`src/rtl/bf_seq_pkg.sv`:
```
`timescale 1ns/1ps
package bf_seq_pkg;
    localparam int BYTE_W   = 8;
    localparam int INSTR_W  = 2 * BYTE_W;
    localparam int NIB_W    = 4;
    localparam int ADDR_W   = 12;
    localparam int REG_CNT  = 16;
    localparam int RIDX_W   = $clog2(REG_CNT);
    localparam logic [RIDX_W-1:0] FLAG_REG = RIDX_W'(REG_CNT - 1);

    typedef enum logic [2:0] {
        ST_FETCH_HI = 3'd0,
        ST_FETCH_LO = 3'd1,
        ST_LATCH_LO = 3'd2,
        ST_LATCH_VY = 3'd3,
        ST_LOAD_V0  = 3'd4,
        ST_EXEC     = 3'd5,
        ST_WR_VX    = 3'd6,
        ST_WR_VF    = 3'd7
    } seq_state_e;

    typedef enum logic [3:0] {
        OP_NOP, OP_JMP, OP_SKEQ_IMM, OP_SKEQ_REG, OP_LDI,
        OP_ADDI, OP_ADDC, OP_SETIDX, OP_JMPOFF
    } op_e;

    typedef struct packed {
        op_e               op;
        logic [RIDX_W-1:0] x;
        logic [BYTE_W-1:0] nn;
        logic [ADDR_W-1:0] nnn;
        logic              wb_vx;
        logic              wb_vf;
        logic              need_v0;
    } dec_t;
endpackage

```
`src/rtl/bf_seq_decode.sv`:
```
`timescale 1ns/1ps
module bf_seq_decode
    import bf_seq_pkg::*;
(
    input  logic [INSTR_W-1:0] instr_i,
    output dec_t               dec_o
);
    logic [NIB_W-1:0] top_nib;
    logic [NIB_W-1:0] low_nib;

    assign top_nib = instr_i[INSTR_W-1 -: NIB_W];
    assign low_nib = instr_i[NIB_W-1:0];

    always_comb begin
        dec_o         = '0;
        dec_o.x       = instr_i[ADDR_W-1 -: RIDX_W];
        dec_o.nn      = instr_i[BYTE_W-1:0];
        dec_o.nnn     = instr_i[ADDR_W-1:0];
        dec_o.op      = OP_NOP;
        unique case (top_nib)
            4'h1: dec_o.op = OP_JMP;
            4'h3: dec_o.op = OP_SKEQ_IMM;
            4'h5: if (low_nib == 4'h0) dec_o.op = OP_SKEQ_REG;
            4'h6: dec_o.op = OP_LDI;
            4'h7: dec_o.op = OP_ADDI;
            4'h8: if (low_nib == 4'h4) dec_o.op = OP_ADDC;
            4'hA: dec_o.op = OP_SETIDX;
            4'hB: dec_o.op = OP_JMPOFF;
            default: dec_o.op = OP_NOP;
        endcase
        dec_o.wb_vx   = (dec_o.op == OP_LDI) || (dec_o.op == OP_ADDI) ||
                        (dec_o.op == OP_ADDC);
        dec_o.wb_vf   = (dec_o.op == OP_ADDC);
        dec_o.need_v0 = (dec_o.op == OP_JMPOFF);
    end
endmodule

```
`src/rtl/bf_seq_exec.sv`:
```
`timescale 1ns/1ps
module bf_seq_exec
    import bf_seq_pkg::*;
(
    input  op_e               op_i,
    input  logic [BYTE_W-1:0] nn_i,
    input  logic [ADDR_W-1:0] nnn_i,
    input  logic [BYTE_W-1:0] vx_i,
    input  logic [BYTE_W-1:0] vy_i,
    input  logic [BYTE_W-1:0] v0_i,
    input  logic [ADDR_W-1:0] pc_i,
    input  logic [ADDR_W-1:0] idx_i,
    output logic [ADDR_W-1:0] pc_o,
    output logic [ADDR_W-1:0] idx_o,
    output logic [BYTE_W-1:0] res_o,
    output logic              carry_o
);
    localparam logic [ADDR_W-1:0] SKIP_STEP = ADDR_W'(2);

    logic [BYTE_W:0]   sum_wide;
    logic [ADDR_W-1:0] pc_skip;

    assign sum_wide = {1'b0, vx_i} + {1'b0, vy_i};
    assign pc_skip  = pc_i + SKIP_STEP;

    always_comb begin
        pc_o    = pc_i;
        idx_o   = idx_i;
        res_o   = vx_i;
        carry_o = 1'b0;
        unique case (op_i)
            OP_JMP:      pc_o  = nnn_i;
            OP_SKEQ_IMM: if (vx_i == nn_i) pc_o = pc_skip;
            OP_SKEQ_REG: if (vx_i == vy_i) pc_o = pc_skip;
            OP_LDI:      res_o = nn_i;
            OP_ADDI:     res_o = vx_i + nn_i;
            OP_ADDC: begin
                res_o   = sum_wide[BYTE_W-1:0];
                carry_o = sum_wide[BYTE_W];
            end
            OP_SETIDX:   idx_o = nnn_i;
            OP_JMPOFF:   pc_o  = nnn_i + {{(ADDR_W-BYTE_W){1'b0}}, v0_i};
            default: ;
        endcase
    end
endmodule

```
`src/rtl/bf_seq_core.sv`:
```
`timescale 1ns/1ps
module bf_seq_core
    import bf_seq_pkg::*;
#(
    parameter logic [11:0] RESET_PC = 12'h200
) (
    input  logic              clk_i,
    input  logic              rst_ni,
    output logic              mem_rd_o,
    output logic [11:0]       mem_addr_o,
    input  logic [7:0]        mem_rdata_i,
    output logic [3:0]        rf_raddr_o,
    input  logic [7:0]        rf_rdata_i,
    output logic              rf_we_o,
    output logic [3:0]        rf_waddr_o,
    output logic [7:0]        rf_wdata_o,
    output logic [11:0]       pc_o,
    output logic [11:0]       idx_o,
    output logic              retire_o
);
    localparam logic [ADDR_W-1:0] ADDR_ONE  = ADDR_W'(1);
    localparam logic [ADDR_W-1:0] FETCH_LEN = ADDR_W'(2);

    typedef struct packed {
        seq_state_e        st;
        logic [ADDR_W-1:0] pc;
        logic [ADDR_W-1:0] idx;
        logic [BYTE_W-1:0] hi;
        logic [BYTE_W-1:0] lo;
        logic [BYTE_W-1:0] vx;
        logic [BYTE_W-1:0] vy;
        logic [BYTE_W-1:0] v0;
        logic              carry;
    } core_t;

    core_t core_d, core_q;
    dec_t  dec;

    logic [ADDR_W-1:0] ex_pc, ex_idx;
    logic [BYTE_W-1:0] ex_res;
    logic              ex_carry;

    bf_seq_decode u_decode (
        .instr_i (INSTR_W'({core_q.hi, core_q.lo})),
        .dec_o   (dec)
    );

    bf_seq_exec u_exec (
        .op_i    (dec.op),
        .nn_i    (dec.nn),
        .nnn_i   (dec.nnn),
        .vx_i    (core_q.vx),
        .vy_i    (core_q.vy),
        .v0_i    (core_q.v0),
        .pc_i    (core_q.pc),
        .idx_i   (core_q.idx),
        .pc_o    (ex_pc),
        .idx_o   (ex_idx),
        .res_o   (ex_res),
        .carry_o (ex_carry)
    );

    always_comb begin
        core_d     = core_q;
        mem_rd_o   = 1'b0;
        mem_addr_o = core_q.pc;
        rf_raddr_o = dec.x;
        rf_we_o    = 1'b0;
        rf_waddr_o = dec.x;
        rf_wdata_o = core_q.vx;
        retire_o   = 1'b0;
        unique case (core_q.st)
            ST_FETCH_HI: begin
                mem_rd_o  = 1'b1;
                core_d.st = ST_FETCH_LO;
            end
            ST_FETCH_LO: begin
                mem_rd_o   = 1'b1;
                mem_addr_o = core_q.pc + ADDR_ONE;
                core_d.hi  = mem_rdata_i;
                rf_raddr_o = mem_rdata_i[RIDX_W-1:0];
                core_d.st  = ST_LATCH_LO;
            end
            ST_LATCH_LO: begin
                core_d.lo  = mem_rdata_i;
                core_d.vx  = rf_rdata_i;
                rf_raddr_o = mem_rdata_i[BYTE_W-1 -: RIDX_W];
                core_d.pc  = core_q.pc + FETCH_LEN;
                core_d.st  = ST_LATCH_VY;
            end
            ST_LATCH_VY: begin
                core_d.vy = rf_rdata_i;
                if (dec.need_v0) begin
                    rf_raddr_o = '0;
                    core_d.st  = ST_LOAD_V0;
                end else begin
                    core_d.st  = ST_EXEC;
                end
            end
            ST_LOAD_V0: begin
                core_d.v0 = rf_rdata_i;
                core_d.st = ST_EXEC;
            end
            ST_EXEC: begin
                core_d.pc    = ex_pc;
                core_d.idx   = ex_idx;
                core_d.vx    = ex_res;
                core_d.carry = ex_carry;
                if (dec.wb_vx) begin
                    core_d.st = ST_WR_VX;
                end else begin
                    retire_o  = 1'b1;
                    core_d.st = ST_FETCH_HI;
                end
            end
            ST_WR_VX: begin
                rf_we_o = 1'b1;
                if (dec.wb_vf) begin
                    core_d.st = ST_WR_VF;
                end else begin
                    retire_o  = 1'b1;
                    core_d.st = ST_FETCH_HI;
                end
            end
            ST_WR_VF: begin
                rf_we_o    = 1'b1;
                rf_waddr_o = FLAG_REG;
                rf_wdata_o = {{(BYTE_W-1){1'b0}}, core_q.carry};
                retire_o   = 1'b1;
                core_d.st  = ST_FETCH_HI;
            end
            default: core_d.st = ST_FETCH_HI;
        endcase
    end

    always_ff @(posedge clk_i) begin
        if (!rst_ni) begin
            core_q    <= '0;
            core_q.pc <= RESET_PC;
        end else begin
            core_q    <= core_d;
        end
    end

    assign pc_o  = core_q.pc;
    assign idx_o = core_q.idx;

    // The low byte is always requested at the address after the high byte.
    assert_fetch_pair_R2: assert property (@(posedge clk_i) disable iff (!rst_ni)
        (core_q.st == ST_FETCH_HI) |=> (mem_rd_o && mem_addr_o == $past(mem_addr_o) + ADDR_ONE));

    // A retire pulse lasts one cycle and is followed by a new fetch.
    assert_retire_single_R13: assert property (@(posedge clk_i) disable iff (!rst_ni)
        retire_o |=> (!retire_o && mem_rd_o));

    // Register writes never overlap a memory read request.
    assert_no_write_in_fetch_R13: assert property (@(posedge clk_i) disable iff (!rst_ni)
        rf_we_o |-> !mem_rd_o);

    // Back-to-back writes only occur for the carry add, the second one to the flag register.
    assert_carry_second_R7: assert property (@(posedge clk_i) disable iff (!rst_ni)
        (rf_we_o && $past(rf_we_o)) |-> (rf_waddr_o == FLAG_REG && rf_wdata_o[BYTE_W-1:1] == '0));

    // The index register only changes after executing the set-index opcode.
    assert_idx_source_R4: assert property (@(posedge clk_i) disable iff (!rst_ni)
        !$stable(idx_o) |-> $past(core_q.st == ST_EXEC && dec.op == OP_SETIDX));

    // The operand register for an offset jump is register 0, read the cycle after Y.
    assert_v0_read_R11: assert property (@(posedge clk_i) disable iff (!rst_ni)
        (core_q.st == ST_LOAD_V0) |-> ($past(rf_raddr_o) == '0 && !mem_rd_o));
endmodule

```
`config.mk`:
```
export PLATFORM = sky130hd
export DESIGN_NAME = bf_seq_core
export DESIGN_NICKNAME = d
export VERILOG_FILES = /design/src/rtl/bf_seq_pkg.sv /design/src/rtl/bf_seq_decode.sv /design/src/rtl/bf_seq_exec.sv /design/src/rtl/bf_seq_core.sv
export SDC_FILE = /design/constraint.sdc
export NUM_CORES = 1
export LEC_CHECK = 0
export ABC_CLOCK_PERIOD_IN_PS = 5500
export BUFFER_PORTS_ARGS = -buffer_cell sky130_fd_sc_hd__buf_2
export CAP_MARGIN = 0
export CORE_ASPECT_RATIO = 0.75
export CORE_MARGIN = 10
export CORE_UTILIZATION = 40
export CTS_CLUSTER_SIZE = 10
export DETAILED_ROUTE_END_ITERATION = 7
export GPL_ROUTABILITY_DRIVEN = 0
export PLACE_DENSITY_LB_ADDON = 0.2
export SYNTH_ARGS = -nofsm -noshare
export SYNTH_HDL_FRONTEND = slang
export SYNTH_SLANG_ARGS = --single-unit
export TNS_END_PERCENT = 5
```
`constraint.sdc`:
```
create_clock -name clk_i -period 5.5 [get_ports clk_i]
set_input_delay 0.55 -clock clk_i [delete_from_list [all_inputs] [get_ports clk_i]]
set_output_delay 0.55 -clock clk_i [all_outputs]
set_load 0.1 [all_outputs]
```
==> impl_metrics.yaml, run 1 <==
run_status:
  status: "finished, final reports clean"
placement:
  place.port_buffers: 72
  hpwl_after_detailed_placement_um: 10800
  dp_slack_ps: 2500
  placement.cell_area_um2: 5020
cts:
  clk_root_buffer_cell: "sky130_fd_sc_hd__clkbuf_16"
  clk_path_buf_depth: 2
  tritoncts.num_buffers: 9
  cts_repair_resize_count: 0
  cts.sinks: 68
  insertion_delay_to_the_later_sink_of_the_worst_skew_pair_ps: 330
  htreeDepth: 3
  ctsHoldBuffers: 0
  post_cts.repair.setup_buffers: 0
  worst_setup_hold_path_clk_slew_ps: 60
  tritoncts: "done"
floorplanning:
  design.die.area_um2: 16700
  io_count: 73
  initial_utilization_pct: 41.1
  fp.dieH_um: 115
  chipWidth_um: 146
  floorplan.core_area_um2: 11600
  row_count: 34
layout:
  syn_to_final_growth_pct: 11.9
  register_area_um2: 1360
  finalCoreUtilization_pct: 45.9
  inserted_diodes: 0
  n_fill_cell: 1193
  layout_cells_sized_above_1_pct: 16.5
  multiInputGateArea_um2: 3040
  fin_area_um2: 5340
  fin_nets: 696
worst_setup_path:
  timing.critical_path.arrival_ps: 2840
  worst_setup_path_start_kind: "flop"
  worstPathMaxFanout: 18
  r2r_end: "pc_o[3]"
  critical_path.n_buffers_inverters: 1
  criticalPathCategory: "flop to output port"
  r2r_setup_slack_ps: 2790
  worstPathCellList: "and2_1, nand4_1, nor3_1, xor2_1, buf_2"
  slowest_stage: "sky130_fd_sc_hd__dfxtp_1"
  setup.worst_path.end_class: "output port"
  slowest_delay_ps: 650
  critPathTopFamily: "simple AND/OR/NAND/NOR gates"
  timing.reg2reg.worst_path_depth: 7
  cp_data_required_time_ps: 4950
  rr_startpoint: "core_q[26]"
min_path:
  worstHoldPathCells: 2
  hold_start: "idx_o[0]"
  hp-class: "flop to flop"
  worstHoldEndpoint: "idx_o[0]"
synth:
  synth_compound_area_share_pct: 22.9
  synth_seq_cells: 68
  number_of_warning_messages_in_the_yosys_log: 0
  synth_xor_area_share_pct: 5.33
  yosysUniqueCellTypes: 68
  synth-adder-area-share_pct: 7.82
  fraction_of_the_yosys_area_taken_by_sequential_cells_pct: 28.5
  synth_top_family_by_area: "simple AND/OR/NAND/NOR gates"
  multiplexer_share_of_the_synthesized_area_pct: 2.81
  synth-main-ff-cell: "sky130_fd_sc_hd__dfxtp_1"
  yosysTopAreaCellShare_pct: 28.5
  number_of_enable_flip_flop_cells_after_synthesis: 0
  synth_simple_gate_area_share_pct: 24.8
  synth_fp_nets: 670
  biggest_area_consumer_among_synthesized_cells: "sky130_fd_sc_hd__dfxtp_1"
  mappedNetlistArea_um2: 4770
  synth_area_leaders: "sky130_fd_sc_hd__dfxtp_1 (29%), sky130_fd_sc_hd__a21oi_1 (8.2%), sky130_fd_sc_hd__nand2_1 (8.0%)"
  mean_instance_size_in_the_synthesized_netlist_um2: 7.64
  ys_async_sr_fraction_pct: 0
  synthesis.instances: 624
  yosys.cell_count.top_type: "sky130_fd_sc_hd__nand2_1"
  yosys-top-cells-count: "sky130_fd_sc_hd__nand2_1 (101), sky130_fd_sc_hd__a21oi_1 (78), sky130_fd_sc_hd__dfxtp_1 (68)"
grt:
  number_of_global_route_vias_before_repair: 4396
  grt_util_all_layers_pct: 17.1
  grt_max_degree: 64
  grt_overflow_total: 0
  grt_pass1_wl_um: 23400
  antenna_found_initial: 0
timing:
  min_period_over_period_pct: 61.7
  finalSetupTns_ps: 0
  final_hold_violation_count: 0
  rsz_0062_raised_after_global_routing: "false"
  worst_clock_skew_ps: 5.84
  final_count_of_negative_setup_slack_endpoints: 0
  maxSlewViolCount: 0
  max-slew-margin-rel_pct: 30.6
  slew_worst_pin_ps: 1040
  timing.final.crit_period_ps: 3390
  setup_ws_ps: 2110
  fmax_mhz: 295
detailed_routing:
  wl_per_cell_um: 17.9
  viasPerCell: 5.72
  route.detailed.drc: 0
  first_iter_violations: 383
  detailroute.via_count: 4677
  detail-route-antenna-nets: 0
  drtPass1Iterations: 5
  wl_um: 14600
pwr:
  power.density_nw_per_um2: 294
  ir_drop_mv: 0.130
  leakage_power_total_nw: 2.20
run:
  maxCapViolCount: 0
## metal layers
layer  share of wire (%)  track usage, %  vias up
met5                   0               0        -
met4                 1.2            4.99        0
met3                 7.1            4.15       20
met2                  43            26.1      191
met1                  49            23.3     2205
li1                    -               -     2261
## metrics by stage
step / std cells / hold slack, ps / power, mW
2_1_floorplan: 624 / 437 / 0.896
4_1_cts: 817 / 452 / 1.58
6_report: 817 / 450 / 1.57
5_1_grt: 817 / 474 / 1.63
3_3_place_gp: 801 / 444 / 0.970
3_5_place_dp: 801 / 444 / 0.974
## worst max path at each step
stage | startpoint | endpoint | depth (start not counted)
global route | core_q[65] | mem_addr_o[10] | 5
finish | core_q[65] | mem_addr_o[10] | 5
CTS | core_q[65] | mem_addr_o[10] | 5
detailed placement | core_q[65] | mem_addr_o[10] | 5
global placement | core_q[65] | mem_addr_o[10] | 5
floorplan | core_q[67] | mem_addr_o[2] | 7
## final cells by class
class	instances	area share (%)
clock buffer	10	4.48
clock inverter	6	1.36
inverter	10	0.704
multi-input combinational	486	57.0
sequential	68	25.5
tap	162	3.80
timing repair buffer	75	7.18
## report_power, final
part	switching (mW)	total [mW]	internal (mW)
Clock	0.235	0.603	0.367
Sequential	0.0496	0.565	0.515
Combinational	0.306	0.402	0.0960
## cells in the final DEF, fill, tap and decap left out, types with 12 or more instances in the layout
cell / synthesis / final
sky130_fd_sc_hd__nand2_1: 101 / 101
sky130_fd_sc_hd__a21oi_1: 78 / 78
sky130_fd_sc_hd__buf_2: 6 / 72
sky130_fd_sc_hd__dfxtp_1: 68 / 68
sky130_fd_sc_hd__nor2_1: 43 / 43
sky130_fd_sc_hd__nand3_1: 35 / 35
sky130_fd_sc_hd__o21ai_0: 25 / 25
sky130_fd_sc_hd__ha_1: 25 / 25
sky130_fd_sc_hd__xnor2_1: 19 / 19
sky130_fd_sc_hd__nor3_1: 12 / 12
## state kept, by name, summed over array words and instances (netlist names)
signal  count
pc_o       12
idx_o      12
core_q     44
## worst min-delay path, delay by kind of cell, from the launching register on
family             cells  cell delay, ps
DFF                    1             300
AOI/OAI and AO/OA      1              50
and+or+nand+nor        1              50
## kinds of logic (layout without fill, tap and decap cells)
kind of cell,after synthesis,after routing
muxes,13,13
AOI/OAI and AO/OA,170,170
and+or+nand+nor,246,246
DFF,68,68
adders and majority gates,28,28
buffers and inverters,70,101
xor gates and xnor gates,29,29
Power figures use the tool's default switching activity.
==> run 2: changes to the inputs <==
--- a/config.mk
+++ b/config.mk
@@ -5,7 +5,8 @@
 export SDC_FILE = /design/constraint.sdc
 export NUM_CORES = 1
 export LEC_CHECK = 0
-export ABC_CLOCK_PERIOD_IN_PS = 5500
+export ABC_AREA = 1
+export ABC_CLOCK_PERIOD_IN_PS = 3000
 export BUFFER_PORTS_ARGS = -buffer_cell sky130_fd_sc_hd__buf_2
 export CAP_MARGIN = 0
 export CORE_ASPECT_RATIO = 0.75
==> constraint.sdc (replaced) <==
create_clock -name clk_i -period 3 [get_ports clk_i]
set_input_delay 0.3 -clock clk_i [delete_from_list [all_inputs] [get_ports clk_i]]
set_output_delay 0.3 -clock clk_i [all_outputs]
set_load 0.1 [all_outputs]
==> run 2 against run 1 <==
Effect of this change: design area up 9.6%; via count up 11%; synthesized area up 5.3%; worst setup slack worse by 1800 ps.
==> impl_metrics.yaml, run 2 <==
cts:
  tritoncts.num_buffers: 9
  tritoncts: "done"
  htreeDepth: 3
  clk_path_buf_depth: 2
  worst_setup_hold_path_clk_slew_ps: 60
  insertion_delay_to_the_later_sink_of_the_worst_skew_pair_ps: 330
  ctsHoldBuffers: 0
  cts.sinks: 68
  cts_repair_resize_count: 0
  clk_root_buffer_cell: "sky130_fd_sc_hd__clkbuf_16"
  post_cts.repair.setup_buffers: 0
floorplanning:
  initial_utilization_pct: 40.9
  floorplan.core_area_um2: 12300
  chipWidth_um: 149
  fp.dieH_um: 117
  row_count: 35
  io_count: 73
  design.die.area_um2: 17500
layout:
  layout_cells_sized_above_1_pct: 16.4
  syn_to_final_growth_pct: 16.5
  n_fill_cell: 1308
  largest_register_ff_count: 44
  final_cells: 1013
  finalCoreUtilization_pct: 47.7
  most-common-layout-cells: "sky130_fd_sc_hd__nand2_1 (204), sky130_fd_sc_hd__nor2_1 (89), sky130_fd_sc_hd__inv_1 (83)"
  top_register: "core_q"
  fin_area_um2: 5850
  layout_commonest_cell: "sky130_fd_sc_hd__nand2_1"
  inserted_diodes: 0
  fin_nets: 889
worst_setup_path:
  worstPathCellList: "nor2_2, nand2_1, nor2_1, inv_1, nor2_1, xor2_1, inv_1, buf_2"
  worst_setup_path_start_kind: "flop"
  r2r_setup_slack_ps: 760
  timing.reg2reg.worst_path_depth: 14
  criticalPathCategory: "flop to output port"
  worstPathMaxFanout: 8
  slowest_stage: "sky130_fd_sc_hd__nor2_1"
  r2r_end: "pc_o[10]"
  rr_startpoint: "core_q[26]"
  setup.worst_path.end_class: "output port"
  slowest_delay_ps: 470
  cp_data_required_time_ps: 2700
  timing.critical_path.arrival_ps: 2420
synth:
  biggest_area_consumer_among_synthesized_cells: "sky130_fd_sc_hd__dfxtp_1"
  synth_seq_cells: 68
  mappedNetlistArea_um2: 5020
  number_of_enable_flip_flop_cells_after_synthesis: 0
  synth_fp_nets: 837
  ys_async_sr_fraction_pct: 0
  yosysUniqueCellTypes: 40
  yosysTopAreaCellShare_pct: 27.1
  number_of_warning_messages_in_the_yosys_log: 0
  fraction_of_the_yosys_area_taken_by_sequential_cells_pct: 27.1
  mean_instance_size_in_the_synthesized_netlist_um2: 6.35
  yosys-top-cells-count: "sky130_fd_sc_hd__nand2_1 (204), sky130_fd_sc_hd__nor2_1 (90), sky130_fd_sc_hd__inv_1 (83)"
  yosys.cell_count.top_type: "sky130_fd_sc_hd__nand2_1"
  synth_area_leaders: "sky130_fd_sc_hd__dfxtp_1 (27%), sky130_fd_sc_hd__nand2_1 (15%), sky130_fd_sc_hd__a21oi_1 (7.2%)"
  synthesis.instances: 791
  synth-main-ff-cell: "sky130_fd_sc_hd__dfxtp_1"
detailed_routing:
  viasPerCell: 5.13
  route.detailed.drc: 0
  drtPass1Iterations: 5
  detail-route-antenna-nets: 0
  wl_um: 16300
  first_iter_violations: 561
  wl_per_cell_um: 16.0
  detailroute.via_count: 5197
pwr:
  power_frac_seq_pct: 33.1
  p_sw_share_pct: 38.5
  leakage_power_total_nw: 2.93
  share_of_power_burned_in_combinational_logic_pct: 29.4
  power.total_mw: 3.08
  total_internal_power_mw: 1.89
  power.share.clock_pct: 37.5
  ir_drop_mv: 0.388
  p_switching_mw: 1.19
  power.density_nw_per_um2: 527
placement:
  dp_slack_ps: 666
  dpl.cell_count: 998
  place.port_buffers: 72
  placement.cell_area_um2: 5540
  hpwl_after_detailed_placement_um: 12600
timing:
  setup_ws_ps: 283
  rsz_0062_raised_after_global_routing: "false"
  max-slew-margin-rel_pct: 52.4
  hold_ws_ps: 256
  maxSlewViolCount: 0
  slew_worst_pin_ps: 710
  worst_clock_skew_ps: 5.89
  timing.final.crit_period_ps: 2720
  fmax_mhz: 368
  final_count_of_negative_setup_slack_endpoints: 0
  final_hold_violation_count: 0
  finalSetupTns_ps: 0
  min_period_over_period_pct: 90.6
min_path:
  worstHoldEndpoint: "core_q[36]"
  worstHoldPathCells: 3
  hp-class: "input port to flop"
  hold_start: "mem_rdata_i[3]"
run_status:
  status: "finished, final reports clean"
run:
  maxCapViolCount: 0
grt:
  grt_overflow_total: 0
  antenna_found_initial: 0
  number_of_global_route_vias_before_repair: 4780
  grt_pass1_wl_um: 26000
  grt_util_all_layers_pct: 18.7
  grt_max_degree: 50
run 2: cell count changes after synthesis, moves of 12 or more:
cell,before,now
sky130_fd_sc_hd__inv_1,9,83
sky130_fd_sc_hd__nand3_1,35,57
sky130_fd_sc_hd__xnor2_1,19,2
sky130_fd_sc_hd__nor2_1,43,90
sky130_fd_sc_hd__o21ai_0,25,49
sky130_fd_sc_hd__nand4_1,3,21
sky130_fd_sc_hd__nand2_1,101,204
sky130_fd_sc_hd__clkbuf_1,24,12
run 2: worst max path at each step:
stage               startpoint            end  slack, ps  cells past startpoint
finish              core_q[67]  mem_addr_o[9]        280                      8
global route        core_q[67]  mem_addr_o[9]        100                      8
CTS                 core_q[67]  mem_addr_o[9]        290                      8
detailed placement  core_q[67]  mem_addr_o[9]        670                      8
global placement    core_q[67]  mem_addr_o[9]        660                      8
floorplan           core_q[67]  mem_addr_o[5]       -380                      5
run 2: area by class of cell:
type / count / area, um^2 / share of cell area (%)
inverters: 92 / 345 / 5.90
well taps: 166 / 208 / 3.55
repair buffers: 87 / 548 / 9.37
clock buffers: 9 / 225 / 3.85
clock inverters: 6 / 88.8 / 1.52
flip-flops and latches: 68 / 1360 / 23.3
multi-input cells: 585 / 3070 / 52.5
run 2: worst max-delay path: cells and delay by family, from the launching register on:
family | cells | cell delay, ps
buffers and inverters | 3 | 630
xor gates and xnor gates | 1 | 80
DFF | 1 | 430
and+or+nand+nor | 4 | 950
run 2: power by group through the flow:
| stage | registers, mW | clock network, mW | logic [mW] |
|---|---|---|---|
| floorplan | 1.02 | 0 | 0.723 |
| finish | 1.02 | 1.16 | 0.905 |
| CTS | 1.02 | 1.17 | 0.902 |
| global placement | 1.04 | 0 | 0.905 |
| detailed placement | 1.04 | 0 | 0.898 |
| global route | 1.03 | 1.21 | 0.969 |
run 2: per-layer routing:
metal	part of all wire (%)	track usage (%)	vias to the layer above
li1	-	-	2665
met1	50	27.7	2279
met2	37	24.5	220
met3	10	5.92	33
met4	2.3	5.68	0
met5	0	0	-
run 2: logic make-up (layout without fill, tap and decap cells):
kind of cell | count (synthesis) | after routing | share of synthesized area (%)
fa+ha+maj | 28 | 28 | 7.43
xor+xnor | 16 | 16 | 2.79
simple gates | 403 | 403 | 34.9
mux | 1 | 1 | 0.224
buf+inv | 138 | 194 | 12.8
flops | 68 | 68 | 27.1
compound gates | 137 | 137 | 14.7
==> run 3: changes to the inputs <==
--- a/config.mk
+++ b/config.mk
@@ -5,7 +5,6 @@
 export SDC_FILE = /design/constraint.sdc
 export NUM_CORES = 1
 export LEC_CHECK = 0
-export ABC_AREA = 1
 export ABC_CLOCK_PERIOD_IN_PS = 3000
 export BUFFER_PORTS_ARGS = -buffer_cell sky130_fd_sc_hd__buf_2
 export CAP_MARGIN = 0
==> run 3 against run 2 <==
Effect of this change: critical path depth is 1 lower; clock-buffer cell count grew 3; sequential power barely moved; die area fell by 4.3%; first-iteration DRC count down 24%; non-clock buffer count rose by 4; sequential share of layout area grew 0.48 points; maximum frequency is 1.1% lower; cell count down 18%; global-route usage is 0.065 points lower; worst hold slack worse by 34 ps.
==> impl_metrics.yaml, run 3 (synthesis results as in run 1) <==
placement:
  hpwl_after_detailed_placement_um: 11900
  place.port_buffers: 72
  placement.cell_area_um2: 5420
  dp_slack_ps: 372
cts:
  clk_root_buffer_cell: "sky130_fd_sc_hd__clkbuf_16"
  tritoncts: "done"
  tritoncts.num_buffers: 9
  post_cts.repair.setup_buffers: 0
  worst_setup_hold_path_clk_slew_ps: 60
  cts.sinks: 68
  clk_path_buf_depth: 2
  htreeDepth: 3
  ctsHoldBuffers: 0
  cts_repair_resize_count: 0
  insertion_delay_to_the_later_sink_of_the_worst_skew_pair_ps: 340
pwr:
  p_switching_mw: 1.09
  power.density_nw_per_um2: 517
  power_frac_seq_pct: 34.6
  power.total_mw: 2.97
  ir_drop_mv: 0.285
  share_of_power_burned_in_combinational_logic_pct: 28.5
  total_internal_power_mw: 1.87
  p_sw_share_pct: 36.8
  power.share.clock_pct: 36.9
  leakage_power_total_nw: 2.38
min_path:
  hp-class: "input port to flop"
  worstHoldEndpoint: "core_q[27]"
  hold_start: "mem_rdata_i[2]"
  worstHoldPathCells: 3
layout:
  syn_to_final_growth_pct: 20.2
  n_fill_cell: 1146
  top_register: "core_q"
  fin_area_um2: 5730
  layout_cells_sized_above_1_pct: 20.4
  largest_register_ff_count: 44
  most-common-layout-cells: "sky130_fd_sc_hd__nand2_1 (101), sky130_fd_sc_hd__a21oi_1 (78), sky130_fd_sc_hd__dfxtp_1 (68)"
  inserted_diodes: 0
  fin_nets: 712
  layout_commonest_cell: "sky130_fd_sc_hd__nand2_1"
floorplanning:
  chipWidth_um: 146
  design.die.area_um2: 16700
  row_count: 34
  floorplan.core_area_um2: 11600
  io_count: 73
  fp.dieH_um: 115
  initial_utilization_pct: 41.1
timing:
  fmax_mhz: 364
  min_period_over_period_pct: 91.5
  setup_ws_ps: 254
  finalSetupTns_ps: 0
  maxSlewViolCount: 0
  rsz_0062_raised_after_global_routing: "false"
  max-slew-margin-rel_pct: 38.7
  final_hold_violation_count: 0
  worst_clock_skew_ps: 9.03
  final_count_of_negative_setup_slack_endpoints: 0
  slew_worst_pin_ps: 920
  timing.final.crit_period_ps: 2750
detailed_routing:
  viasPerCell: 5.69
  detailroute.via_count: 4742
  route.detailed.drc: 0
  wl_um: 15600
  wl_per_cell_um: 18.7
  drtPass1Iterations: 5
  first_iter_violations: 427
  detail-route-antenna-nets: 0
grt:
  grt_util_all_layers_pct: 18.6
  antenna_found_initial: 0
  grt_overflow_total: 0
  grt_pass1_wl_um: 25300
  number_of_global_route_vias_before_repair: 4733
  grt_max_degree: 39
worst_setup_path:
  setup.worst_path.end_class: "output port"
  r2r_setup_slack_ps: 320
  worstPathMaxFanout: 7
  criticalPathCategory: "flop to output port"
  rr_startpoint: "core_q[28]"
  path_common_cell: "sky130_fd_sc_hd__nand3_1"
  r2r_end: "pc_o[8]"
  slowest_delay_ps: 450
  worst_setup_path_start_kind: "flop"
  timing.critical_path.arrival_ps: 2450
  worstPathCellList: "ha_1, nand3_1, nor3_4, nand3_1, nor2_1, xor2_2, buf_12"
  critPathTopFamily: "simple AND/OR/NAND/NOR gates"
  cp_data_required_time_ps: 2700
  critical_path.n_buffers_inverters: 1
  slowest_stage: "sky130_fd_sc_hd__dfxtp_1"
  timing.reg2reg.worst_path_depth: 7
run:
  maxCapViolCount: 0
run_status:
  status: "finished, final reports clean"
[run 3: cell types whose count changed in the layout (fill, tap and decap cells not counted), moves of 10 or more]
cell                      before  now
sky130_fd_sc_hd__xnor2_1       1   13
sky130_fd_sc_hd__nor2_1       89   42
sky130_fd_sc_hd__nand3_1      57   35
sky130_fd_sc_hd__o21ai_0      47   25
sky130_fd_sc_hd__nand2_1     204  101
sky130_fd_sc_hd__mux2i_1       0   10
sky130_fd_sc_hd__inv_1        83    9
sky130_fd_sc_hd__nand4_1      21    3
[run 3: per-stage QoR]
stage / utilization [%] / hold WS [ps] / instances
floorplan: - / 436 / 624
global placement: 46.6 / 444 / 817
detailed placement: 46.6 / 452 / 817
CTS: 49.3 / 209 / 833
global route: 49.4 / 216 / 833
finish: 49.4 / 222 / 833
[run 3: worst min-delay path, stage by stage]
cell,delay (ps)
sky130_fd_sc_hd__buf_2,110
sky130_fd_sc_hd__nand2_1,50
sky130_fd_sc_hd__a21oi_1,50
[run 3: how the worst max path moves through the flow]
stage,start,cells after the start,endpoint
2_1_floorplan,core_q[40],6,retire_o
3_3_place_gp,core_q[18],7,pc_o[3]
3_5_place_dp,core_q[18],7,pc_o[3]
4_1_cts,pc_o[1],7,mem_addr_o[11]
5_1_grt,pc_o[1],7,mem_addr_o[11]
6_report,pc_o[1],7,mem_addr_o[11]
[run 3: per-layer routing]
metal	track usage [%]	up-vias	routed length, um
met4	5.59	0	247
met2	27.1	196	6360
met5	0	-	0
met3	6.12	19	1350
met1	25.5	2239	7610
li1	-	2288	-
[run 3: power groups by stage]
stage          clock (mW)  combinational [mW]  sequential, mW
3_5_place_dp            0               0.839            1.05
3_3_place_gp            0               0.837            1.04
6_report             1.09               0.845            1.03
5_1_grt              1.15               0.897            1.03
4_1_cts              1.11               0.842            1.03
2_1_floorplan           0               0.655            1.00
[run 3: layout make-up]
cell class | instances | area [um^2] | share of cell area [%]
Tap cell | 162 | 203 | 3.54
Clock inverter | 4 | 47.5 | 0.830
Inverter | 10 | 37.5 | 0.655
Sequential cell | 68 | 1360 | 23.8
Multi-Input combinational cell | 486 | 3190 | 55.7
Timing Repair Buffer | 91 | 636 | 11.1
Clock buffer | 12 | 256 | 4.48
